`config.mk`:
```
export PLATFORM = sky130hd
export DESIGN_NAME = set_assoc_cache
export DESIGN_NICKNAME = d
export VERILOG_FILES = /design/src/rtl/cache_pkg.sv /design/src/rtl/cache_tag_store.sv /design/src/rtl/cache_line_store.sv /design/src/rtl/cache_victim_pick.sv /design/src/rtl/set_assoc_cache.sv
export SDC_FILE = /design/constraint.sdc
export NUM_CORES = 2
export LEC_CHECK = 0
export BUFFER_PORTS_ARGS = -buffer_cell sky130_fd_sc_hd__buf_2
export CAP_MARGIN = 10
export CORE_UTILIZATION = 44
export CTS_BUF_LIST = sky130_fd_sc_hd__clkbuf_4 sky130_fd_sc_hd__clkbuf_8
export CTS_CLUSTER_SIZE = 14
export DETAILED_ROUTE_END_ITERATION = 7
export GPL_TIMING_DRIVEN = 1
export HOLD_SLACK_MARGIN = 0.1
export MAX_ROUTING_LAYER = met4
export PLACE_DENSITY = 0.61
export SLEW_MARGIN = 5
export SYNTH_ARGS = -nofsm -noshare
export SYNTH_HDL_FRONTEND = slang
export SYNTH_SLANG_ARGS = --single-unit
```
`constraint.sdc`:
```
create_clock -name clk -period 5.3 [get_ports clk]
set_input_delay 1.06 -clock clk [delete_from_list [all_inputs] [get_ports clk]]
set_output_delay 1.06 -clock clk [all_outputs]
set_load 0.1 [all_outputs]
```
`src/rtl/cache_pkg.sv`:
```
package cache_pkg;

    localparam int unsigned DEF_WAYS       = 4;
    localparam int unsigned DEF_SETS       = 4;
    localparam int unsigned DEF_LINE_WORDS = 4;
    localparam int unsigned DEF_ADDR_W     = 16;
    localparam int unsigned DEF_DATA_W     = 32;
    localparam int unsigned LFSR_W         = 8;
    localparam logic [LFSR_W-1:0] LFSR_SEED = 8'hA5;

    typedef enum logic [2:0] {
        ST_IDLE,
        ST_EVICT,
        ST_FILL,
        ST_WTHRU,
        ST_DONE
    } ctl_state_e;

    typedef struct packed {
        logic valid;
        logic dirty;
    } line_flags_t;

    // maximal-length 8-bit LFSR, taps 8,6,5,4
    function automatic logic [LFSR_W-1:0] lfsr_step(input logic [LFSR_W-1:0] s);
        return {s[LFSR_W-2:0], s[7] ^ s[5] ^ s[4] ^ s[3]};
    endfunction

endpackage

```
`src/rtl/cache_tag_store.sv`:
```
module cache_tag_store
    import cache_pkg::*;
#(
    parameter  int WAYS  = DEF_WAYS,
    parameter  int SETS  = DEF_SETS,
    parameter  int TAG_W = 12,
    localparam int IDX_W = $clog2(SETS),
    localparam int WAY_W = $clog2(WAYS)
) (
    input  logic                           clk,
    input  logic                           rst,
    input  logic [IDX_W-1:0]               look_set,
    input  logic [TAG_W-1:0]               look_tag,
    output logic [WAYS-1:0]                hit_vec,
    output logic [WAYS-1:0]                valid_vec,
    output logic [WAYS-1:0]                dirty_vec,
    output logic [WAYS-1:0][TAG_W-1:0]     way_tag,
    input  logic                           upd_en,
    input  logic [WAY_W-1:0]               upd_way,
    input  line_flags_t                    upd_flags,
    input  logic [TAG_W-1:0]               upd_tag
);

    line_flags_t [SETS-1:0][WAYS-1:0]      flags_q;
    logic [SETS-1:0][WAYS-1:0][TAG_W-1:0]  tag_q;

    always_ff @(posedge clk) begin
        if (rst) begin
            flags_q <= '0;
            tag_q   <= '0;
        end else if (upd_en) begin
            flags_q[look_set][upd_way] <= upd_flags;
            tag_q[look_set][upd_way]   <= upd_tag;
        end
    end

    for (genvar w = 0; w < WAYS; w++) begin : g_way
        assign valid_vec[w] = flags_q[look_set][w].valid;
        assign dirty_vec[w] = flags_q[look_set][w].dirty;
        assign way_tag[w]   = tag_q[look_set][w];
        assign hit_vec[w]   = flags_q[look_set][w].valid && (tag_q[look_set][w] == look_tag);
    end

    // a tag is only ever filled on a miss, so at most one way matches
    a_r3_single_hit: assert property (@(posedge clk) disable iff (rst)
        $onehot0(hit_vec));

    // only a fill or a write-back store hit touches the flags; a dirty line never loses valid
    a_r6_dirty_implies_valid: assert property (@(posedge clk) disable iff (rst)
        ((dirty_vec & ~valid_vec) == '0));

endmodule

```
`src/rtl/cache_line_store.sv`:
```
module cache_line_store
    import cache_pkg::*;
#(
    parameter  int WAYS       = DEF_WAYS,
    parameter  int SETS       = DEF_SETS,
    parameter  int LINE_WORDS = DEF_LINE_WORDS,
    parameter  int DATA_W     = DEF_DATA_W,
    localparam int IDX_W      = $clog2(SETS),
    localparam int WAY_W      = $clog2(WAYS),
    localparam int OFF_W      = $clog2(LINE_WORDS)
) (
    input  logic              clk,
    input  logic [IDX_W-1:0]  sel_set,
    input  logic [WAY_W-1:0]  pair_way,
    input  logic [OFF_W-1:0]  pair_word,
    output logic [DATA_W-1:0] pair_lo,
    output logic [DATA_W-1:0] pair_hi,
    input  logic [WAY_W-1:0]  ev_way,
    input  logic [OFF_W-1:0]  ev_word,
    output logic [DATA_W-1:0] ev_data,
    input  logic              wr_en,
    input  logic [WAY_W-1:0]  wr_way,
    input  logic [OFF_W-1:0]  wr_word,
    input  logic [DATA_W-1:0] wr_data
);

    logic [SETS-1:0][WAYS-1:0][LINE_WORDS-1:0][DATA_W-1:0] words_q;
    logic [OFF_W-1:0] lo_idx;
    logic [OFF_W-1:0] hi_idx;

    assign lo_idx  = pair_word & ~OFF_W'(1);
    assign hi_idx  = pair_word |  OFF_W'(1);
    assign pair_lo = words_q[sel_set][pair_way][lo_idx];
    assign pair_hi = words_q[sel_set][pair_way][hi_idx];
    assign ev_data = words_q[sel_set][ev_way][ev_word];

    always_ff @(posedge clk) begin
        if (wr_en) begin
            words_q[sel_set][wr_way][wr_word] <= wr_data;
        end
    end

endmodule

```
`src/rtl/cache_victim_pick.sv`:
```
module cache_victim_pick
    import cache_pkg::*;
#(
    parameter  int WAYS  = DEF_WAYS,
    localparam int WAY_W = $clog2(WAYS)
) (
    input  logic             clk,
    input  logic             rst,
    input  logic             random_mode,
    input  logic [WAYS-1:0]  valid_vec,
    input  logic             advance,
    output logic [WAY_W-1:0] victim_way,
    output logic             victim_live
);

    logic [WAY_W-1:0]  rr_q;
    logic [LFSR_W-1:0] lfsr_q;
    logic              free_found;
    logic [WAY_W-1:0]  free_way;

    always_comb begin
        free_found = 1'b0;
        free_way   = '0;
        for (int w = WAYS - 1; w >= 0; w--) begin
            if (!valid_vec[w]) begin
                free_found = 1'b1;
                free_way   = WAY_W'(w);
            end
        end
    end

    assign victim_live = !free_found;
    assign victim_way  = free_found  ? free_way :
                         random_mode ? lfsr_q[WAY_W-1:0] : rr_q;

    always_ff @(posedge clk) begin
        if (rst) begin
            rr_q   <= '0;
            lfsr_q <= LFSR_SEED;
        end else begin
            lfsr_q <= lfsr_step(lfsr_q);
            if (advance) begin
                rr_q <= rr_q + 1'b1;
            end
        end
    end

    // a set with a free way never evicts a valid line
    a_r9_free_first: assert property (@(posedge clk) disable iff (rst)
        (valid_vec != '1) |-> !valid_vec[victim_way]);

    // the LFSR never locks up at zero
    a_r11_lfsr_alive: assert property (@(posedge clk) disable iff (rst)
        lfsr_q != '0);

endmodule

```
`src/rtl/set_assoc_cache.sv`:
```
module set_assoc_cache
    import cache_pkg::*;
#(
    parameter  int WAYS       = DEF_WAYS,
    parameter  int SETS       = DEF_SETS,
    parameter  int LINE_WORDS = DEF_LINE_WORDS,
    parameter  int ADDR_W     = DEF_ADDR_W,
    parameter  int DATA_W     = DEF_DATA_W,
    localparam int OFF_W      = $clog2(LINE_WORDS),
    localparam int IDX_W      = $clog2(SETS),
    localparam int WAY_W      = $clog2(WAYS),
    localparam int TAG_W      = ADDR_W - OFF_W - IDX_W
) (
    input  logic              clk,
    input  logic              rst,
    input  logic              repl_random,
    input  logic              req_valid,
    input  logic              req_write,
    input  logic              req_wthru,
    input  logic [ADDR_W-1:0] req_addr,
    input  logic [DATA_W-1:0] req_wdata,
    output logic              rsp_valid,
    output logic [DATA_W-1:0] rsp_lo,
    output logic [DATA_W-1:0] rsp_hi,
    output logic              mem_req,
    output logic              mem_we,
    output logic [ADDR_W-1:0] mem_addr,
    output logic [DATA_W-1:0] mem_wdata,
    input  logic              mem_ack,
    input  logic [DATA_W-1:0] mem_rdata
);

    localparam logic [OFF_W-1:0] LAST_WORD = OFF_W'(LINE_WORDS - 1);

    ctl_state_e         st_q, st_d;
    logic [WAY_W-1:0]   vic_q;
    logic               repl_q;
    logic [OFF_W-1:0]   wcnt_q;
    logic [DATA_W-1:0]  rsp_lo_q, rsp_hi_q;

    logic [OFF_W-1:0]   req_off;
    logic [IDX_W-1:0]   req_set;
    logic [TAG_W-1:0]   req_tag;

    logic [WAYS-1:0]             hit_vec, valid_vec, dirty_vec;
    logic [WAYS-1:0][TAG_W-1:0]  way_tag;
    logic                        hit_any;
    logic [WAY_W-1:0]            hit_way;

    logic               upd_en;
    logic [WAY_W-1:0]   upd_way;
    line_flags_t        upd_flags;
    logic               dwr_en;
    logic [WAY_W-1:0]   dwr_way;
    logic [OFF_W-1:0]   dwr_word;
    logic [DATA_W-1:0]  dwr_data;
    logic [DATA_W-1:0]  pair_lo, pair_hi, ev_data;

    logic               advance;
    logic [WAY_W-1:0]   victim_way;
    logic               victim_live;
    logic               take_miss;
    logic               load_rsp;
    logic               last_word;

    assign req_off = req_addr[OFF_W-1:0];
    assign req_set = req_addr[OFF_W +: IDX_W];
    assign req_tag = req_addr[ADDR_W-1 -: TAG_W];

    cache_tag_store #(
        .WAYS  (WAYS),
        .SETS  (SETS),
        .TAG_W (TAG_W)
    ) u_tags (
        .clk       (clk),
        .rst       (rst),
        .look_set  (req_set),
        .look_tag  (req_tag),
        .hit_vec   (hit_vec),
        .valid_vec (valid_vec),
        .dirty_vec (dirty_vec),
        .way_tag   (way_tag),
        .upd_en    (upd_en),
        .upd_way   (upd_way),
        .upd_flags (upd_flags),
        .upd_tag   (req_tag)
    );

    cache_line_store #(
        .WAYS       (WAYS),
        .SETS       (SETS),
        .LINE_WORDS (LINE_WORDS),
        .DATA_W     (DATA_W)
    ) u_lines (
        .clk       (clk),
        .sel_set   (req_set),
        .pair_way  (hit_way),
        .pair_word (req_off),
        .pair_lo   (pair_lo),
        .pair_hi   (pair_hi),
        .ev_way    (vic_q),
        .ev_word   (wcnt_q),
        .ev_data   (ev_data),
        .wr_en     (dwr_en),
        .wr_way    (dwr_way),
        .wr_word   (dwr_word),
        .wr_data   (dwr_data)
    );

    cache_victim_pick #(
        .WAYS (WAYS)
    ) u_victim (
        .clk         (clk),
        .rst         (rst),
        .random_mode (repl_random),
        .valid_vec   (valid_vec),
        .advance     (advance),
        .victim_way  (victim_way),
        .victim_live (victim_live)
    );

    always_comb begin
        hit_any = |hit_vec;
        hit_way = '0;
        for (int w = 0; w < WAYS; w++) begin
            if (hit_vec[w]) begin
                hit_way = WAY_W'(w);
            end
        end
    end

    assign last_word = (wcnt_q == LAST_WORD);

    always_comb begin
        st_d      = st_q;
        upd_en    = 1'b0;
        upd_way   = hit_way;
        upd_flags = '{valid: 1'b1, dirty: 1'b1};
        dwr_en    = 1'b0;
        dwr_way   = hit_way;
        dwr_word  = req_off;
        dwr_data  = req_wdata;
        advance   = 1'b0;
        take_miss = 1'b0;
        load_rsp  = 1'b0;
        mem_req   = 1'b0;
        mem_we    = 1'b0;
        mem_addr  = req_addr;
        mem_wdata = req_wdata;
        unique case (st_q)
            ST_IDLE: begin
                if (req_valid) begin
                    if (hit_any) begin
                        if (req_write) begin
                            dwr_en = 1'b1;
                            upd_en = !req_wthru;
                            st_d   = req_wthru ? ST_WTHRU : ST_DONE;
                        end else begin
                            load_rsp = 1'b1;
                            st_d     = ST_DONE;
                        end
                    end else if (req_write && req_wthru) begin
                        st_d = ST_WTHRU;
                    end else begin
                        take_miss = 1'b1;
                        st_d = (valid_vec[victim_way] && dirty_vec[victim_way]) ? ST_EVICT : ST_FILL;
                    end
                end
            end
            ST_EVICT: begin
                mem_req   = 1'b1;
                mem_we    = 1'b1;
                mem_addr  = {way_tag[vic_q], req_set, wcnt_q};
                mem_wdata = ev_data;
                if (mem_ack && last_word) begin
                    st_d = ST_FILL;
                end
            end
            ST_FILL: begin
                mem_req  = 1'b1;
                mem_addr = {req_tag, req_set, wcnt_q};
                if (mem_ack) begin
                    dwr_en   = 1'b1;
                    dwr_way  = vic_q;
                    dwr_word = wcnt_q;
                    dwr_data = mem_rdata;
                    if (last_word) begin
                        upd_en    = 1'b1;
                        upd_way   = vic_q;
                        upd_flags = '{valid: 1'b1, dirty: 1'b0};
                        advance   = repl_q;
                        st_d      = ST_IDLE;
                    end
                end
            end
            ST_WTHRU: begin
                mem_req = 1'b1;
                mem_we  = 1'b1;
                if (mem_ack) begin
                    st_d = ST_DONE;
                end
            end
            ST_DONE: st_d = ST_IDLE;
            default: st_d = ST_IDLE;
        endcase
    end

    always_ff @(posedge clk) begin
        if (rst) begin
            st_q     <= ST_IDLE;
            vic_q    <= '0;
            repl_q   <= 1'b0;
            wcnt_q   <= '0;
            rsp_lo_q <= '0;
            rsp_hi_q <= '0;
        end else begin
            st_q <= st_d;
            if (take_miss) begin
                vic_q  <= victim_way;
                repl_q <= victim_live;
                wcnt_q <= '0;
            end else if ((st_q == ST_EVICT || st_q == ST_FILL) && mem_ack) begin
                wcnt_q <= wcnt_q + 1'b1;
            end
            if (load_rsp) begin
                rsp_lo_q <= pair_lo;
                rsp_hi_q <= pair_hi;
            end
        end
    end

    assign rsp_valid = (st_q == ST_DONE);
    assign rsp_lo    = rsp_lo_q;
    assign rsp_hi    = rsp_hi_q;

    // a memory word stays posted until acknowledged
    a_r3_mem_hold: assert property (@(posedge clk) disable iff (rst)
        (mem_req && !mem_ack) |=> (mem_req && $stable(mem_addr) && $stable(mem_we)));

    // every refill starts at word offset 0
    a_r3_fill_from_zero: assert property (@(posedge clk) disable iff (rst)
        (st_q == ST_FILL && $past(st_q) != ST_FILL) |-> (mem_addr[OFF_W-1:0] == '0));

    // the requester holds its address while a request is in flight
    a_r3_req_stable: assert property (@(posedge clk) disable iff (rst)
        (st_q != ST_IDLE && st_q != ST_DONE) |-> (req_valid && $stable(req_addr)));

    // completion is a single-cycle pulse
    a_r2_single_pulse: assert property (@(posedge clk) disable iff (rst)
        rsp_valid |=> !rsp_valid);

    // a write-back burst is always followed by the refill
    a_r5_evict_then_fill: assert property (@(posedge clk) disable iff (rst)
        (st_q == ST_EVICT && mem_ack && last_word) |=> (st_q == ST_FILL && mem_req && !mem_we));

endmodule

```
* After elaboration in Yosys (flattened, before gate mapping)
Index checks and enable logic that the tools add are counted.
Widths: inputs -> output; s select.
** Storage, ports and cells
- Register bits after elaboration :: 2354
- Input bits :: 87
- Output and inout bits :: 115
- Word-level logic and storage cells :: 275
** Operators by class
- Add/sub/neg operators :: 2
- $lt $le $gt $ge :: 14
- Equal/unequal tests :: 14
- Mux-type cells :: 101
- Bitwise logic cells :: 3
- Reductions and logical operators :: 21
** Operators by type and width (count)
- $bwmux 2048 :: 1
- $bmux 512 s2 :: 1
- $demux 512 s2 :: 1
- $mux 512 :: 2
- $bmux 128 s2 :: 2
- $mux 128 :: 3
- $mux 32 :: 9
- $demux 128 s2 :: 1
- $bwmux 192 :: 1
- $bmux 48 s2 :: 1
- $demux 48 s2 :: 1
- $mux 48 :: 2
- $bmux 32 s2 :: 1
- $demux 32 s2 :: 1
- $eq 12x12->1 :: 4
- $mux 2 :: 18
- $bwmux 32 :: 1
- $mux 1 :: 32
- $pmux 16 s2 :: 1
- $lt 2x3->1 const B :: 10
- $bmux 12 s2 :: 1
- $demux 12 s2 :: 1
- $mux 12 :: 2
- $mux 3 :: 8
- other kinds (23) :: 50

* Longest topological paths before layout
- Depth after elaboration :: 17
- Mapped depth :: 17
- Mapped depth without buffers :: 9

* Modules after synthesis
From an unflattened synthesis, not the netlist that was laid out.
** Unflattened totals
- Cells, all modules :: 5848
- Area, all modules :: 99914.6 sq um
** Modules (own cells, without submodules)
- cache_line_store :: instances 1, cells each 4164, area each 85320.6 sq um, sequential area each 61499.0 sq um
- cache_tag_store :: instances 1, cells each 1112, area each 10088.4 sq um, sequential area each 4484.3 sq um
- set_assoc_cache :: instances 1, cells each 537, area each 4147.7 sq um, sequential area each 1441.4 sq um
- cache_victim_pick :: instances 1, cells each 35, area each 357.8 sq um, sequential area each 200.2 sq um

* Least setup slack after synthesis
Ideal clock, no wire load.
- Path kind :: input-to-output
- From :: input port req_addr[3]
- To :: output port mem_wdata[10]
- Arrival time :: 4759 ps
- Required time :: 4240 ps
- Setup slack :: -519 ps
- Stages on the path :: 13
- Path buffers :: 9
- Path through :: buf_6 -> buf_6 -> buf_6 -> buf_2 -> buf_2 -> buf_2 -> clkbuf_1 -> clkbuf_1 -> clkbuf_1 -> mux4_2 -> mux4_2 -> mux4_2 -> mux2_2
** On the way
- Cells in the longest elaborated chain, start to end :: 7
** RTL lines
- start, declared :: RTL line set_assoc_cache.sv:20 : input logic [ADDR_W-1:0] req_addr,
- $bmux 512 s2 :: RTL line cache_line_store.sv:35 : assign ev_data = words_q[sel_set][ev_way][ev_word];
- $mux 512 (not written as such) :: RTL line cache_line_store.sv:35
- $bmux 128 s2 :: RTL line cache_line_store.sv:35
- $mux 128 (not written as such) :: RTL line cache_line_store.sv:35
- $bmux 32 s2 :: RTL line cache_line_store.sv:35
- $mux 32 (not written as such) :: RTL line cache_line_store.sv:35
- $mux 32 :: RTL line set_assoc_cache.sv:150 : unique case (st_q)
- end, declared :: RTL line set_assoc_cache.sv:28 : output logic [DATA_W-1:0] mem_wdata,
No other way between the ends. The select of a mux whose other input is x is not followed.

* Worst setup path after layout
- From :: input port req_addr[2]
- To :: output port mem_wdata[4]
Same word-level chain as after synthesis.

==> impl_results.md <==
* CP startpoint kind: input port
* Placed cell areas at between 100000 and 150000 µm²
* Clock skew at 110 ps
* Ys flop type: edfxtp_1
* GP Congestion at just under 0.9
* Total core area at roughly 220000 µm²
* Post-synth ARST share at 0%
* Seq/Total Area, Yosys at between 60% and 70%
* DIE AREA at roughly 220000 µm²
* Port Buffers at about 200
* Mapped Cells at 5100
* Post-synth EDFFs at around 2000
* Status: completed
* First-pass GRT wire length at about 440 mm
* Slew headroom at about 3.1%
* # fillers at ~17000
* Min cycle time layout at between 5000 and 6000 ps
* Post-DP HPWL at 200 mm
* Top-area cell type share of the netlist area at ~63%
* Final Cell Area at roughly 120000 µm²
* Gr usage total at 29.4%
* CP top delay family: multiplexers
* Clock-pin slew on the worst setup and hold paths at roughly 50 ps
* Clock root cell: clkbuf_8
* CP most frequent cell: mux4_2
* DRC viols at 0
* Initial DRC count at between 7000 and 8000
* Final setup fails at 0
* Number of clock sinks at approximately 2400
* CP Capture Type: output port
* Slew Viols, Final at 0
* Max incr delay on CP at 660 ps
* Routed WL per cell at ~35 µm
* Area contributors post-synth: edfxtp_1, mux4_2, dfxtp_1
* Highest Clock Rate at 189 MHz
* Max-cap violations at 0
* Synth unique cells at 65
* Post-synth top area cell: edfxtp_1
* WS Path Type: input port to output port
* Fin nets at 6005
* Vias at roughly 57000
* Starting Density at 44.4%
* Number of global-route vias before repair at around 56000
* Width of the chip at about 470 µm
* Multi-input logic area at between 20000 and 30000 µm²
* Yosys Warn Count at 0
* Antenna violations before repair at 17
* CP required at between 4000 and 5000 ps
* Slowest-stage cell, CP: mux4_2
* Syn avg cell area at 19.2 µm²
* Mapped Nets at approximately 5200
* Routed wire length at around 320 mm
* CTS tree: done
* Layout area overhead at 19.7%
* Vert. Die Dim at around 470 µm
* Worst-path cell chain: buf_16 > buf_8 > buf_4 > mux4_2 > mux4_2 > mux4_2 > mux2_4 > buf_2
* Via density per instance at around 6.2
* Register area at about 68000 µm²
* TritonRoute pass-1 iters at 7
* Synthesized area at between 90000 and 100000 µm²
* CP arrival at around 4200 ps
* FF+latch count, synth at roughly 2400
* Row count at around 170
* HP Class: input port to flip-flop
* Buf/Inv on CP at 4
* CP Max Fanout at 21
* Pwr dens at 336 nW/µm²
* Period utilization at 99.9%
* CTS Buffer Depth at 4
* Clock Latency Late Sink at roughly 1100 ps
* Final hold violation count at 0
* RSZ-0062 raised after global routing: yes
* # IOs at slightly above 200
* CTS H-tree depth at 5
* Lkg Pwr at 40.0 nW
* Actual slew at the worst max-slew pin at 1440 ps
* Largest net degree at the start of global routing at 173
* Pwr Total at roughly 40 mW
* VDD IR max at about 250 µV
* Total global routing overflow at 0
* Post-route ant nets at 0
* CTS Buf Count at 398
* Share of cells above drive strength 1 at between 30% and 40%
[registers in the layout, summed over array words and instances (netlist names)]
register,count
wcnt_q,2
st_q,3
u_victim.rr_q,2
u_tags.flags_q,32
u_lines.words_q,2048
u_tags.tag_q,192
rsp_lo,32
rsp_hi,32
vic_q,2
u_victim.lfsr_q,8
repl_q,1
[layout by cell type (no fill, tap or decap), types with 38 or more instances in the layout]
master	count
clkbuf_4	147
edfxtp_1	2048
mux4_2	777
buf_2	195
a21oi_1	68
buf_12	234
buf_4	349
nor2_1	276
nand2_1	212
nor2_4	66
xnor2_1	38
clkbuf_8	432
mux2_2	54
clkinv_1	68
o21ai_0	58
dfxtp_1	302
mux2i_1	355
[path summary, 6_finish.rpt]
path | from | to | slack [ps] | cells past startpoint
worst min-delay path | mem_ack | st_q[2] | 300 | 3
worst max register to register | st_q[1] | u_lines.words_q[1987] | 970 | 8
worst max-delay path | req_addr[2] | mem_wdata[4] | 7 | 8
worst min register to register | u_victim.lfsr_q[6] | u_victim.lfsr_q[7] | 410 | 1
[repair_timing]
item                       CTS  global route
hold buffers                 0             0
gates resized for setup      6             4
setup buffers                5             8
setup endpoints to repair   30             3
gates cloned                 1             0
[tightest hold or removal path, cell delays in order]
cell	delay, ps
buf_2	130
nand2_1	100
a211oi_1	80
[per-layer routing]
metal,vias up,GRT usage (%),share of wire [%]
li1,22700,-,-
met1,30600,38.7,39
met2,3234,45.6,48
met3,573,5.55,9.1
met4,0,11.1,3.8
met5,-,-,0
[kinds of logic after synthesis]
family / share of synthesized area [%]
and+or+nand+nor: 2.81
buffers and inverters: 1.69
DFF: 69.2
adders and majority gates: 0.0128
AOI/OAI and AO/OA: 3.34
muxes: 22.5
xor gates and xnor gates: 0.448
[power breakdown]
| part | switching, mW | internal (mW) | total, mW |
|---|---|---|---|
| sequential | 0.0259 | 20.4 | 20.4 |
| combinational | 1.77 | 0.984 | 2.76 |
| clock | 7.29 | 8.90 | 16.2 |
[stage by stage]
stage / hold WS [ps] / worst slack, ps / TNS (ps) / util, % / std cells
final: 299 / 7.48 / 0 / 53.1 / 9192
after global routing: 280 / 2.63 / 0 / 53.1 / 9188
after CTS: 210 / 0.305 / 0 / 53.1 / 9174
after detailed placement: 404 / -238 / -13390 / 49.5 / 8461
after global placement: 395 / -257 / -4400 / 49.5 / 8461
after floorplan: 389 / -351 / -537170 / - / 5100
[Yosys cell counts, types with 4 or more instances]
cell,instances
mux2_2,86
nor4_1,6
a211oi_1,26
nor3_1,15
or2_2,7
a21oi_1,71
a31oi_1,17
o221ai_1,37
nor2b_1,14
inv_1,24
xnor2_1,38
nand2b_1,8
o22a_1,22
nand3_1,7
o31ai_1,29
o2111ai_2,4
o221a_2,15
dfxtp_1,306
buf_4,7
mux4_2,777
nor2_1,343
edfxtp_1,2048
o21ai_0,58
xor2_1,12
and2_1,6
nand3b_1,6
nand2_1,215
and3_1,15
o211ai_4,10
o211a_1,28
o211ai_1,32
o22ai_1,11
buf_1,76
a22o_1,30
mux2i_1,355
clkbuf_1,251
o2bb2ai_1,4
nand4_1,10
or4_1,4
buf_6,14
buf_2,22
[final cells by class]
cell class / instances / share of cell area [%]
clock inverters: 128 / 0.691
clock buffers: 579 / 6.03
multi-input cells: 2351 / 25.0
repair buffers: 788 / 7.24
diodes: 10 / 0.0214
flip-flops and latches: 2354 / 57.8
inverters: 24 / 0.0770
well taps: 2958 / 3.16
(Power assumes the default switching activity.)
